===== config.mk =====
export PLATFORM = sky130hd
export DESIGN_NAME = flash_write_poller
export DESIGN_NICKNAME = d
export VERILOG_FILES = /design/src/rtl/poll_pkg.sv /design/src/rtl/poll_judge.sv /design/src/rtl/poll_timer.sv /design/src/rtl/flash_write_poller.sv
export SDC_FILE = /design/constraint.sdc
export NUM_CORES = 1
export LEC_CHECK = 0
export BUFFER_PORTS_ARGS = -buffer_cell sky130_fd_sc_hd__buf_2
export CELL_PAD_IN_SITES_DETAIL_PLACEMENT = 1
export CELL_PAD_IN_SITES_GLOBAL_PLACEMENT = 2
export CORE_MARGIN = 4
export CORE_UTILIZATION = 25
export CTS_BUF_LIST = sky130_fd_sc_hd__clkbuf_4 sky130_fd_sc_hd__clkbuf_8
export CTS_CLUSTER_SIZE = 40
export DETAILED_ROUTE_END_ITERATION = 10
export HOLD_SLACK_MARGIN = 0.02
export PLACE_DENSITY_LB_ADDON = 0.05
export SYNTH_ARGS = -nofsm -noshare
export SYNTH_HDL_FRONTEND = slang
export SYNTH_SLANG_ARGS = --single-unit

===== constraint.sdc =====
create_clock -name clk -period 1.95 [get_ports clk]
set_input_delay 0.39 -clock clk [delete_from_list [all_inputs] [get_ports clk]]
set_output_delay 0.39 -clock clk [all_outputs]
set_load 0.005 [all_outputs]

===== src/rtl/poll_pkg.sv =====
package poll_pkg;
  typedef enum logic { M_POLL = 1'b0, M_TOGGLE = 1'b1 } method_t;
  typedef enum logic { ST_IDLE = 1'b0, ST_WAIT = 1'b1 } state_t;
  typedef enum logic [1:0] {
    PH_SEEK  = 2'd0,
    PH_CONF1 = 2'd1,
    PH_CONF2 = 2'd2
  } phase_t;
endpackage


===== src/rtl/poll_judge.sv =====
module poll_judge #(
  parameter int DATA_W = 8
) (
  input  poll_pkg::method_t  method,
  input  logic               erase,
  input  logic               exp_hi,
  input  logic               have_prev,
  input  logic               prev_tog,
  input  logic [DATA_W-1:0]  rsp_byte,
  output logic               hit
);
  import poll_pkg::*;
  localparam int POLL_BIT = DATA_W - 1;
  localparam int TOG_BIT  = DATA_W - 2;

  always_comb begin
    if (method == M_TOGGLE)
      hit = have_prev && (rsp_byte[TOG_BIT] == prev_tog);
    else if (erase)
      hit = rsp_byte[POLL_BIT];
    else
      hit = (rsp_byte[POLL_BIT] == exp_hi);
  end
endmodule


===== src/rtl/poll_timer.sv =====
module poll_timer #(
  parameter int CNT_W = 22
) (
  input  logic             clk,
  input  logic             rst,
  input  logic             clr,
  input  logic             en,
  input  logic [CNT_W-1:0] lim_in,
  output logic [CNT_W-1:0] cnt,
  output logic             expired
);
  logic [CNT_W-1:0] cnt_q, lim_q;

  always_ff @(posedge clk) begin
    if (rst) begin
      cnt_q <= '0;
      lim_q <= '0;
    end else if (clr) begin
      cnt_q <= '0;
      lim_q <= lim_in;
    end else if (en) begin
      cnt_q <= cnt_q + 1'b1;
    end
  end

  assign cnt     = cnt_q;
  assign expired = en && (cnt_q == lim_q);

  // while running, the count never passes the captured limit
  a_r8_count_bounded: assert property (@(posedge clk) disable iff (rst)
    en |-> (cnt_q <= lim_q));
endmodule


===== src/rtl/flash_write_poller.sv =====
module flash_write_poller #(
  parameter int DATA_W = 8,
  parameter int CNT_W  = 22
) (
  input  logic              clk,
  input  logic              rst,
  input  logic              start,
  input  logic              mode_toggle,
  input  logic              op_erase,
  input  logic [DATA_W-1:0] exp_data,
  input  logic [CNT_W-1:0]  timeout_lim,
  output logic              rd_req,
  input  logic              rd_valid,
  input  logic [DATA_W-1:0] rd_data,
  output logic              done,
  output logic              fail,
  output logic [CNT_W-1:0]  cycles
);
  import poll_pkg::*;
  localparam int TOG_BIT = DATA_W - 2;

  state_t           state_q;
  phase_t           phase_q, phase_nx;
  method_t          method_q;
  logic             erase_q, exp_hi_q, have_prev_q, prev_tog_q;
  logic             req_q, done_q, fail_q;
  logic [CNT_W-1:0] cycles_q, cnt;
  logic             hit, expired, accept, busy, success;

  assign accept  = (state_q == ST_IDLE) && start;
  assign busy    = (state_q == ST_WAIT);
  assign success = busy && rd_valid && hit && (phase_q == PH_CONF2);

  poll_judge #(.DATA_W(DATA_W)) judge_i (
    .method   (method_q),
    .erase    (erase_q),
    .exp_hi   (exp_hi_q),
    .have_prev(have_prev_q),
    .prev_tog (prev_tog_q),
    .rsp_byte (rd_data),
    .hit      (hit)
  );

  poll_timer #(.CNT_W(CNT_W)) timer_i (
    .clk    (clk),
    .rst    (rst),
    .clr    (accept),
    .en     (busy),
    .lim_in (timeout_lim),
    .cnt    (cnt),
    .expired(expired)
  );

  always_comb begin
    phase_nx = PH_SEEK;
    if (hit) begin
      case (phase_q)
        PH_SEEK:  phase_nx = PH_CONF1;
        PH_CONF1: phase_nx = PH_CONF2;
        default:  phase_nx = PH_SEEK;
      endcase
    end
  end

  always_ff @(posedge clk) begin
    if (rst) begin
      state_q     <= ST_IDLE;
      phase_q     <= PH_SEEK;
      method_q    <= M_POLL;
      erase_q     <= 1'b0;
      exp_hi_q    <= 1'b0;
      have_prev_q <= 1'b0;
      prev_tog_q  <= 1'b0;
      req_q       <= 1'b0;
      done_q      <= 1'b0;
      fail_q      <= 1'b0;
      cycles_q    <= '0;
    end else begin
      req_q  <= 1'b0;
      done_q <= 1'b0;
      fail_q <= 1'b0;
      case (state_q)
        ST_IDLE: begin
          if (start) begin
            method_q    <= method_t'(mode_toggle);
            erase_q     <= op_erase;
            exp_hi_q    <= exp_data[DATA_W-1];
            have_prev_q <= 1'b0;
            phase_q     <= PH_SEEK;
            req_q       <= 1'b1;
            state_q     <= ST_WAIT;
          end
        end
        default: begin
          if (success) begin
            done_q   <= 1'b1;
            cycles_q <= cnt + 1'b1;
            state_q  <= ST_IDLE;
          end else if (expired) begin
            done_q   <= 1'b1;
            fail_q   <= 1'b1;
            cycles_q <= cnt + 1'b1;
            state_q  <= ST_IDLE;
          end else if (rd_valid) begin
            phase_q     <= phase_nx;
            prev_tog_q  <= rd_data[TOG_BIT];
            have_prev_q <= 1'b1;
            req_q       <= 1'b1;
          end
        end
      endcase
    end
  end

  assign rd_req = req_q;
  assign done   = done_q;
  assign fail   = fail_q;
  assign cycles = cycles_q;

  // accepted start is followed by a request
  a_r2_req_follows_start: assert property (@(posedge clk) disable iff (rst)
    accept |=> rd_req);
  // a request is never directly followed by another
  a_r7_one_outstanding: assert property (@(posedge clk) disable iff (rst)
    rd_req |=> !rd_req);
  // fail only ever comes with done
  a_r8_fail_implies_done: assert property (@(posedge clk) disable iff (rst)
    fail |-> done);
  // done lasts one cycle
  a_r11_done_single: assert property (@(posedge clk) disable iff (rst)
    done |=> !done);
  // a success is always caused by a reply
  a_r6_success_on_reply: assert property (@(posedge clk) disable iff (rst)
    (done && !fail) |-> $past(rd_valid));
  // a reply in idle triggers nothing
  a_r12_idle_ignores_reply: assert property (@(posedge clk) disable iff (rst)
    (!busy && !start && rd_valid) |=> (!rd_req && !done));
endmodule


==> summary.md, run 1 <==
| Metric | Value |
|---|---|
| Cells after DPL | `671` |
| Syn_nets | `468` |
| Peak Freq | `530 MHz` |
| Max-slew headroom | `71.2%` |
| Mapped Cells | `423` |
| Avg WL per Cell | `16.0 um` |
| Post-layout min period | `1.89 ns` |
| Worst Tran Pin Value | `0.429 ns` |
| Min-delay worst type | `primary input to flop` |
| CTS tree | `done` |
| H-tree depth | `3` |
| Status | `completed` |
| Worst Path Arrival | `2.15 ns` |
| Clk sink count | `77` |
| Sequential fraction of the synthesis area | `43.1%` |
| Setup violations, final | `0` |
| CP max FO | `7` |
| RSZ-0062 raised after global routing | `true` |
| Core Util, Final | `33.5%` |
| Ratio of cells with drive above 1 in the final layout | `32.4%` |
| Die area | `16,300 um^2` |
| Crit Path Class | `flop to flop` |
| Die H | `128 um` |
| Horiz. Die Dim | `128 um` |
| Clk slew on worst S/H paths | `0.08 ns` |
| PwrDens | `667 nW/um^2` |
| Clock Power Share | `36.1%` |
| Largest net degree at the start of global routing | `37` |
| Final Slew Violations | `0` |
| Hold-fix buffers, CTS | `0` |
| Fin. Hold Viols | `0` |
| Number of global-route vias before repair | `3,311` |
| Post-synth ARST share | `0%` |
| Fin Hold WS | `0.251 ns` |
| Seq pwr share | `53.4%` |
| Hpwl dp | `7.86 mm` |
| Pwr Total | `3.11 mW` |
| Routability Congestion | `0.754` |
| Grt total ovfl | `0` |
| DRC | `0` |
| Critical Path RT | `2.21 ns` |
| Vias | `3,117` |
| Root Driver | `clkbuf_8` |
| Fillers | `1,681` |
| Crit end category | `flop` |
| Antenna Cells | `0` |
| Switching Power | `0.815 mW` |
| NumNets Final | `551` |
| Clk_skew | `0.0111 ns` |
| Drt via density | `4.52` |
| EDFF count, synth | `0` |
| Switching Share | `26.2%` |
| Multi-input gate area | `1930 um^2` |
| Max Root-Sink Buffers | `2` |
| Fin cells | `689` |
| Initial Utilization | `25.6%` |
| Port Buffers | `55` |
| Cell Area, Synth | `3570 um^2` |
| Core area | `13,900 um^2` |
| CTS Buf Count | `9` |
| TNS Setup | `0 ns` |
| Seq. cell area | `1560 um^2` |
| Starting DRT DRC Count | `103` |
| Drt first pass iters | `4` |
| Io pins | `69` |
| Max IR drop VDD | `0.219 mV` |
| Initial antenna violation count | `1` |
| Max-Cap Viols | `0` |
| Period utilisation layout | `96.8%` |
| Area grow syn2layout | `30.6%` |
| Comb pwr share | `10.4%` |
| First-pass GRT wire length | `17.5 mm` |
| Internal | `2.30 mW` |
| Seq cells post-synth | `77` |
| Unique masters post-synth | `35` |
| Antenna Nets Post-Route | `0` |
| Ys flop type | `dfxtp_1` |
| WL final | `11.0 mm` |
| CP Launch Type | `flop` |
| Overall Global Routing Usage | `13.8%` |
| Pleak | `1.84 nW` |
| Avg Inst Size Synth | `8.45 um^2` |
| Worst-Skew Late Latency | `0.36 ns` |
| Yosys Warn Count | `0` |
| Site row count | `43` |
## metal layers
layer,global-route usage [%],part of all wire [%],vias up
met5,0,0,-
met2,20.8,44,53
met1,19.6,51,1460
met3,2.51,3.4,15
li1,-,-,1589
met4,5.11,1.7,0
## worst paths after layout
| path | startpoint | end | slack [ns] | cells past startpoint |
|---|---|---|---|---|
| hold reg to reg | timer_i.lim_q[12] | timer_i.lim_q[12] | 0.47 | 2 |
| hold / removal | timeout_lim[6] | timer_i.lim_q[6] | 0.25 | 3 |
| setup reg to reg | timer_i.lim_q[17] | have_prev_q | 0.06 | 7 |
| setup / recovery | timer_i.lim_q[17] | have_prev_q | 0.06 | 7 |
## cells in the mapped netlist, drive strengths merged (2+ instances only)
cell type,n,area (um^2)
clkbuf,17,65.1
xor2,35,307
nand4,17,106
o21ai,3,15.0
inv,3,11.3
a21oi,31,155
mux2i,2,20.0
and2,3,18.8
nor3,26,130
nor4,5,52.6
nand3,15,75.1
and4,2,17.5
nor2,29,109
nand2,70,263
and3,6,37.5
buf,22,158
o21a,2,15.0
xnor2,29,254
dfxtp,77,1540
a211oi,21,158
## power by group through the flow
stage | clock network (mW) | registers (mW) | logic (mW)
after floorplan | 0 | 1.69 | 0.186
after CTS | 1.17 | 1.66 | 0.317
after global placement | 0 | 1.70 | 0.310
after detailed placement | 0 | 1.70 | 0.316
after global routing | 1.23 | 1.67 | 0.369
final | 1.12 | 1.66 | 0.325
## cell type report
class,instances,share of cell area (%)
Multi-Input combinational cell,304,41.3
Timing Repair Buffer,111,16.5
Tap cell,180,4.83
Sequential cell,77,33.5
Inverter,3,0.241
Clock buffer,12,3.41
Clock inverter,2,0.215
## worst max-delay path, stage by stage (launching register included)
cell and delay [ns]:
dfxtp_2 0.34, xnor2_2 0.19, nand4_1 0.13, nor4_2 0.33, and4_4 0.35, clkbuf_16 0.18
nor2_1 0.07, o21a_1 0.18
## flip-flops by register name, summed over array words and instances, names as in the netlist
name	cells
method_q	1
fail	1
prev_tog_q	1
done	1
busy	1
timer_i.cnt	22
rd_req	1
cycles	22
timer_i.lim_q	22
erase_q	1
phase_q	2
exp_hi_q	1
have_prev_q	1
## cell usage in the layout (no fill, tap or decap), drive strengths merged, types with 17 or more instances in the layout
cell,synthesis,layout
buf,22,109
dfxtp,77,77
xnor2,29,29
a211oi,21,21
a21oi,31,31
xor2,35,35
nor2,29,29
nand2,70,70
nand4,17,17
nor3,26,26
## through the flow
| step | cell area (um^2) | worst slack [ns] |
|---|---|---|
| after floorplan | 3570 | 0.152 |
| after global placement | 4270 | 0.0287 |
| after detailed placement | 4270 | -0.00578 |
| after CTS | 4440 | 0.0153 |
| after global routing | 4670 | -0.0398 |
| final | 4670 | 0.0621 |
## cell families (layout without fill, tap and decap cells)
kind of cell,Yosys count,count (layout),share of synthesized area [%]
buffers and inverters,42,128,6.55
flip-flops,77,77,43.1
AO/OA/AOI/OAI,58,58,9.77
AND/OR/NAND/NOR,179,179,23.9
XOR/XNOR,64,64,15.7
adder cells (fa/ha/maj),1,1,0.350
multiplexers,2,2,0.560
## repair_timing
| action | in CTS | in global routing |
|---|---|---|
| setup buffers | 0 | 2 |
| pin swaps | 1 | 23 |
| endpoints found under the setup margin | 2 | 32 |
| cloned | 0 | 3 |
| resized for setup | 1 | 40 |
Note: power is estimated with default switching activity, not from simulation.
==> run 2, diff against run 1 <==
--- a/config.mk
+++ b/config.mk
@@ -17,4 +17,5 @@
 export PLACE_DENSITY_LB_ADDON = 0.05
 export SYNTH_ARGS = -nofsm -noshare
 export SYNTH_HDL_FRONTEND = slang
+export SYNTH_HIERARCHICAL = 1
 export SYNTH_SLANG_ARGS = --single-unit
==> run 2 against run 1 <==
The flow now finishes with violations (negative setup slack). Via count grew 12%. Clock power up 9.8%. First-iteration DRC count rose by 32%. Sequential share of layout area down 4.0 points. Worst hold slack better by 0.0094 ns. Synthesized cell count fell by 3.1%. Cell count up 5.5%. Cell area rose by 14%. Flip-flop and latch count stayed put. Sequential power is essentially flat. Combinational power is 2% lower. Maximum frequency is 6.0% lower. Critical endpoint is now prev_tog_q.
==> summary.md, run 2 <==
| Metric | Value |
|---|---|
| Io pins | `69` |
| WL final | `11.6 mm` |
| Synth Area in Compound Gates | `10.9%` |
| Final instance area | `5330 um^2` |
| Commonest non-fill, non-tap cell in the layout | `buf_4` |
| Initial Utilization | `25.5%` |
| Share of the synthesized area in the top cell type | `41.7%` |
| RSZ-0062 raised after global routing | `true` |
| Port Buffers | `55` |
| CP max FO | `6` |
| First-pass GRT wire length | `19.0 mm` |
| DRC | `0` |
| Setup ws final | `-0.0580 ns` |
| Count leader, synth | `dfxtp_1` |
| EDFF count, synth | `0` |
| Period utilisation layout | `103%` |
| CTS tree | `done` |
| Core area | `14,500 um^2` |
| Worst Tran Pin Value | `0.431 ns` |
| Final Slew Violations | `0` |
| Fillers | `1,693` |
| Overall Global Routing Usage | `14.6%` |
| Root Driver | `clkbuf_8` |
| Hold-fix buffers, CTS | `0` |
| Yosys Warn Count | `6` |
| Status | `complete, but fails checks` |
| Adder-Cell Fraction of Synth Area | `0.678%` |
| WP buf/inv | `2` |
| Worst path slowest cell | `dfxtp_2` |
| Sequential fraction of the synthesis area | `41.7%` |
| Area leader, netlist | `dfxtp_1` |
| Number of global-route vias before repair | `3,603` |
| Grt total ovfl | `0` |
| Reg2reg path depth | `9` |
| Slowest stage delay, CP | `0.33 ns` |
| Unique masters post-synth | `44` |
| Clk_skew | `0.00590 ns` |
| Post-layout min period | `2.01 ns` |
| Pleak | `2.17 nW` |
| Reg2Reg Setup Slack | `-0.06 ns` |
| Failing checks | `negative setup slack` |
| Critical path's top delay family | `simple AND/OR/NAND/NOR gates` |
| Min-delay src | `exp_data[7]` |
| Placed Area | `4670 um^2` |
| Clk sink count | `77` |
| Initial antenna violation count | `0` |
| Crit Path Class | `flop to flop` |
| Largest net degree at the start of global routing | `33` |
| Site row count | `44` |
| WHS Path Cells | `3` |
| Die H | `130 um` |
| Drt first pass iters | `4` |
| CP Cell Sequence | `xor2_1, nor4_1, nand4_1, nor3_4, buf_4, nand4b_4, buf_4, mux2i_1, nor2_1` |
| XOR/XNOR share of the synthesized area | `10.7%` |
| Worst-Skew Late Latency | `0.36 ns` |
| Main combinational cell family by area after synthesis | `simple AND/OR/NAND/NOR gates` |
| Worst reg2reg path endpoint | `prev_tog_q` |
| NumNets Final | `586` |
| H-tree depth | `3` |
| Antenna Cells | `0` |
| Seq cells post-synth | `77` |
| Mapped Cells | `410` |
| Critical Path RT | `2.19 ns` |
| Clk slew on worst S/H paths | `0.08 ns` |
| Syn_nets | `456` |
| Fin. Hold Viols | `0` |
| Most frequent cells in the layout | `69 x buf_4, 58 x dfxtp_1, 55 x buf_2` |
| Ys flop type | `dfxtp_1` |
| Starting DRT DRC Count | `136` |
| Max-slew headroom | `71.2%` |
| Crit end category | `flop` |
| Vias | `3,500` |
| Die area | `16,800 um^2` |
| Setup violations, final | `4` |
| Post-synthesis simple-gate area fraction | `25.0%` |
| Crit path top cell by count | `buf_4` |
| Post-synth top cells | `77 x dfxtp_1, 58 x nor2_1, 30 x xor2_1, 25 x mux2i_1, 25 x nand2_1` |
| CP Launch Type | `flop` |
| Max-Cap Viols | `0` |
| Area grow syn2layout | `44.2%` |
| Worst Path Arrival | `2.24 ns` |
| Cell Area, Synth | `3690 um^2` |
| Min-delay worst type | `primary input to flop` |
| Routability Congestion | `0.722` |
| Horiz. Die Dim | `130 um` |
| Drt via density | `4.81` |
| Ratio of cells with drive above 1 in the final layout | `43.8%` |
| Max Root-Sink Buffers | `2` |
| Max IR drop VDD | `0.295 mV` |
| Antenna Nets Post-Route | `0` |
| Hpwl dp | `8.12 mm` |
| Post-synth ARST share | `0%` |
| PwrDens | `601 nW/um^2` |
| Top post-synthesis cells by area | `dfxtp_1 42%, xor2_1 7.1%, mux2i_1 6.8%, nor2_1 5.9%, xnor2_1 3.6%` |
| Hold Path End | `exp_hi_q` |
| CTS Buf Count | `9` |
| Mux contribution to synthesized area | `6.78%` |
| Avg Inst Size Synth | `9.01 um^2` |
| Peak Freq | `498 MHz` |
| Avg WL per Cell | `16.0 um` |
| Dpl ws | `-0.234 ns` |
| R2r startpoint | `timer_i/lim_q[4]` |
-- run 2: changes by cell type after synthesis, sizes merged, moves of 8 or more --
cell / before / now
a21oi: 31 / 18
a311oi: 0 / 8
mux2i: 2 / 25
xnor2: 29 / 15
nor3: 26 / 6
o31ai: 0 / 9
a211oi: 21 / 12
nand2: 70 / 25
or4: 1 / 11
buf: 22 / 7
nor2: 29 / 58
-- run 2: layer usage --
metal  part of all wire [%]  wire length, um  up-vias  GRT usage (%)
li1                       -                -     1746              -
met1                     50             5780     1684           19.8
met2                     45             5250       54           23.0
met3                    3.2              375       16           2.76
met4                    2.1              239        0           6.23
met5                      0                0        -              0
-- run 2: cell families after synthesis --
kind of cell               Yosys count
muxes                               25
xor gates and xnor gates            45
and+or+nand+nor                    171
AOI/OAI and AO/OA                   61
DFF                                 77
adders and majority gates            2
buffers and inverters               29
-- run 2: tightest hold or removal path, cell delays in order --
cell and delay, ns:
buf_2 0.10, nand2_1 0.04, a21oi_1 0.05
-- run 2: power by group --
part | internal [mW] | switching, mW | leakage (nW) | total (mW)
clock network | 0.640 | 0.589 | 0.0991 | 1.23
registers | 1.62 | 0.0372 | 0.634 | 1.65
logic | 0.161 | 0.158 | 1.44 | 0.319
total | 2.42 | 0.785 | 2.17 | 3.20
-- run 2: final cells by class --
| type | instances | area, um^2 | area share, % |
|---|---|---|---|
| Clock inverter | 2 | 35.0 | 0.658 |
| Clock buffer | 12 | 153 | 2.87 |
| Timing Repair Buffer | 143 | 1060 | 20.0 |
| Tap cell | 184 | 230 | 4.32 |
| Inverter | 4 | 15.0 | 0.282 |
| Multi-Input combinational cell | 305 | 2260 | 42.4 |
| Sequential cell | 77 | 1570 | 29.4 |
-- run 2: what timing repair did --
action,in CTS,in global routing
cloned,4,0
endpoints found under the hold margin,0,0
pin swaps,28,19
setup endpoints to repair,30,32
setup buffers,7,3
resized for setup,55,34
-- run 2: worst max path at each step --
stage                            from               to  slack [ns]  depth (start not counted)
floorplan              timer_i/cnt[6]  timer_i/cnt[17]       0.009                          5
global placement       timer_i/cnt[7]  timer_i/cnt[17]       -0.16                          5
detailed placement         rd_data[6]       cycles[12]       -0.23                         10
CTS                  timer_i/lim_q[4]       prev_tog_q       -0.14                          9
global route        timer_i/lim_q[14]       prev_tog_q       -0.20                          9
finish               timer_i/lim_q[4]       prev_tog_q       -0.06                          9
-- run 2: per-stage QoR --
step	utilization [%]	hold WS, ns	TNS [ns]	instances	power, mW
2_1_floorplan	-	0.437	0	410	1.85
3_3_place_gp	32.3	0.446	-2.85	701	1.98
3_5_place_dp	32.3	0.456	-4.41	701	1.98
4_1_cts	36.0	0.232	-1.99	726	3.27
5_1_grt	36.8	0.243	-2.64	727	3.37
6_report	36.8	0.261	-0.108	727	3.20
==> run 3, diff against run 2 <==
--- a/config.mk
+++ b/config.mk
@@ -15,6 +15,7 @@
 export DETAILED_ROUTE_END_ITERATION = 10
 export HOLD_SLACK_MARGIN = 0.02
 export PLACE_DENSITY_LB_ADDON = 0.05
+export RECOVER_POWER = 50
 export SYNTH_ARGS = -nofsm -noshare
 export SYNTH_HDL_FRONTEND = slang
 export SYNTH_HIERARCHICAL = 1
==> run 3 against run 2 <==
The flow still finishes with violations (negative setup slack). Cell area is 0.31% lower. Critical path type unchanged. Flip-flop and latch count unchanged. Sequential share of layout area rose by 0.090 points. Largest cell class unchanged. Critical path depth stayed put. Clock skew hardly changed. Die area is the same. Largest power group unchanged. Clock power about the same.
==> summary.md, run 3 (synthesized netlist as in run 2, its figures left out) <==
| Metric | Value |
|---|---|
| Status | `complete, but fails checks` |
| Failing checks | `negative setup slack` |
| Clk slew on worst S/H paths | `0.08 ns` |
| Post-layout min period | `2.01 ns` |
| Setup ws final | `-0.0580 ns` |
| CTS Buf Count | `9` |
| Pleak | `2.14 nW` |
| First-pass GRT wire length | `19.0 mm` |
| Final Slew Violations | `0` |
| Setup violations, final | `5` |
| Worst Setup SP | `timer_i/lim_q[4]` |
| WL final | `11.7 mm` |
| Overall Global Routing Usage | `14.6%` |
| Vias | `3,495` |
| Horiz. Die Dim | `130 um` |
| Antenna Cells | `0` |
| Port Buffers | `55` |
| Seq. cell area | `1570 um^2` |
| Crit path top cell by count | `buf_4` |
| Most frequent cells in the layout | `66 x buf_4, 58 x dfxtp_1, 48 x buf_2` |
| Clk sink count | `77` |
| Starting DRT DRC Count | `136` |
| Routability Congestion | `0.722` |
| R2r startpoint | `timer_i/lim_q[4]` |
| Clk_skew | `0.00590 ns` |
| Max Root-Sink Buffers | `2` |
| Core Util, Final | `36.7%` |
| Max IR drop VDD | `0.295 mV` |
| Initial Utilization | `25.5%` |
| Avg WL per Cell | `16.0 um` |
| Reg2Reg Setup Slack | `-0.06 ns` |
| Worst path slowest cell | `dfxtp_2` |
| Max-Cap Viols | `0` |
| Drt via density | `4.81` |
| DRC | `0` |
| Grt total ovfl | `0` |
| CP Cell Sequence | `xor2_1, nor4_1, nand4_1, nor3_4, buf_4, nand4b_4, buf_4, mux2i_1, nor2_1` |
| Commonest non-fill, non-tap cell in the layout | `buf_4` |
| Core area | `14,500 um^2` |
| Antenna Nets Post-Route | `0` |
| H-tree depth | `3` |
| Critical Path RT | `2.19 ns` |
| Site row count | `44` |
| CP Launch Type | `flop` |
| Root Driver | `clkbuf_8` |
| Slowest stage delay, CP | `0.33 ns` |
| TNS Setup | `-0.114 ns` |
| Period utilisation layout | `103%` |
| Die H | `130 um` |
| Io pins | `69` |
| Fin. Hold Viols | `0` |
| Fillers | `1,693` |
| Peak Freq | `498 MHz` |
| Ratio of cells with drive above 1 in the final layout | `42.5%` |
| Dpl ws | `-0.234 ns` |
| PwrDens | `603 nW/um^2` |
| Area grow syn2layout | `43.8%` |
| Crit end category | `flop` |
| RSZ-0062 raised after global routing | `true` |
| Worst Path Arrival | `2.24 ns` |
| Largest net degree at the start of global routing | `33` |
| CP max FO | `6` |
| Multi-input gate area | `2260 um^2` |
| CTS tree | `done` |
| Drt first pass iters | `4` |
| NumNets Final | `586` |
| Number of global-route vias before repair | `3,603` |
| Min-delay worst type | `primary input to flop` |
| Critical path's top delay family | `simple AND/OR/NAND/NOR gates` |
| WP buf/inv | `2` |
| Hpwl dp | `8.12 mm` |
| Die area | `16,800 um^2` |
| Initial antenna violation count | `0` |
| Worst Tran Pin Value | `0.834 ns` |
| Crit Path Class | `flop to flop` |
| Max-slew headroom | `44.4%` |
| Min-delay src | `exp_data[7]` |
| Worst-Skew Late Latency | `0.36 ns` |
==> run 3: path summary, 6_finish.rpt <==
kind / end / cells past startpoint
setup / recovery: prev_tog_q / 9
hold / removal: exp_hi_q / 3
setup reg to reg: prev_tog_q / 9
hold reg to reg: exp_hi_q / 2
==> run 3: cell type report <==
cell class	instances	share of cell area [%]
well taps	184	4.34
inverters	4	0.283
multi-input cells	305	42.6
flip-flops and latches	77	29.5
clock inverters	2	0.660
clock buffers	12	2.87
repair buffers	143	19.7
==> run 3: timing repair <==
action                     in CTS  in global routing
setup endpoints to repair      30                 32
setup buffers                   7                  3
pin swaps                      28                 19
cloned                          4                  0
hold buffers                    0                  0
resized for setup              55                 34
==> run 3: power by group <==
part	switching (mW)	total (mW)	internal, mW
clock	0.589	1.23	0.640
sequential	0.0374	1.65	1.62
combinational	0.158	0.317	0.159
total	0.784	3.20	2.42
==> run 3: layer usage <==
metal | up-vias | GRT usage [%] | share of wire, %
li1 | 1749 | - | -
met1 | 1676 | 19.8 | 50
met2 | 54 | 23.0 | 45
met3 | 16 | 2.76 | 3.1
met4 | 0 | 6.23 | 2.1
met5 | - | 0 | 0
==> run 3: per-stage QoR <==
step / std cells / instance area, um^2 / total power [mW] / hold WS [ns]
3_3_place_gp: 701 / 4670 / 1.98 / 0.446
3_5_place_dp: 701 / 4670 / 1.98 / 0.456
6_report: 727 / 5310 / 3.20 / 0.261
4_1_cts: 726 / 5220 / 3.27 / 0.232
2_1_floorplan: 410 / 3730 / 1.85 / 0.437
5_1_grt: 727 / 5310 / 3.37 / 0.243
==> run 3: tightest hold or removal path: cells and delay by family <==
kind / cells / cell delay, ns
AND/OR/NAND/NOR: 1 / 0.04
buffers and inverters: 1 / 0.10
AO/OA/AOI/OAI: 1 / 0.05
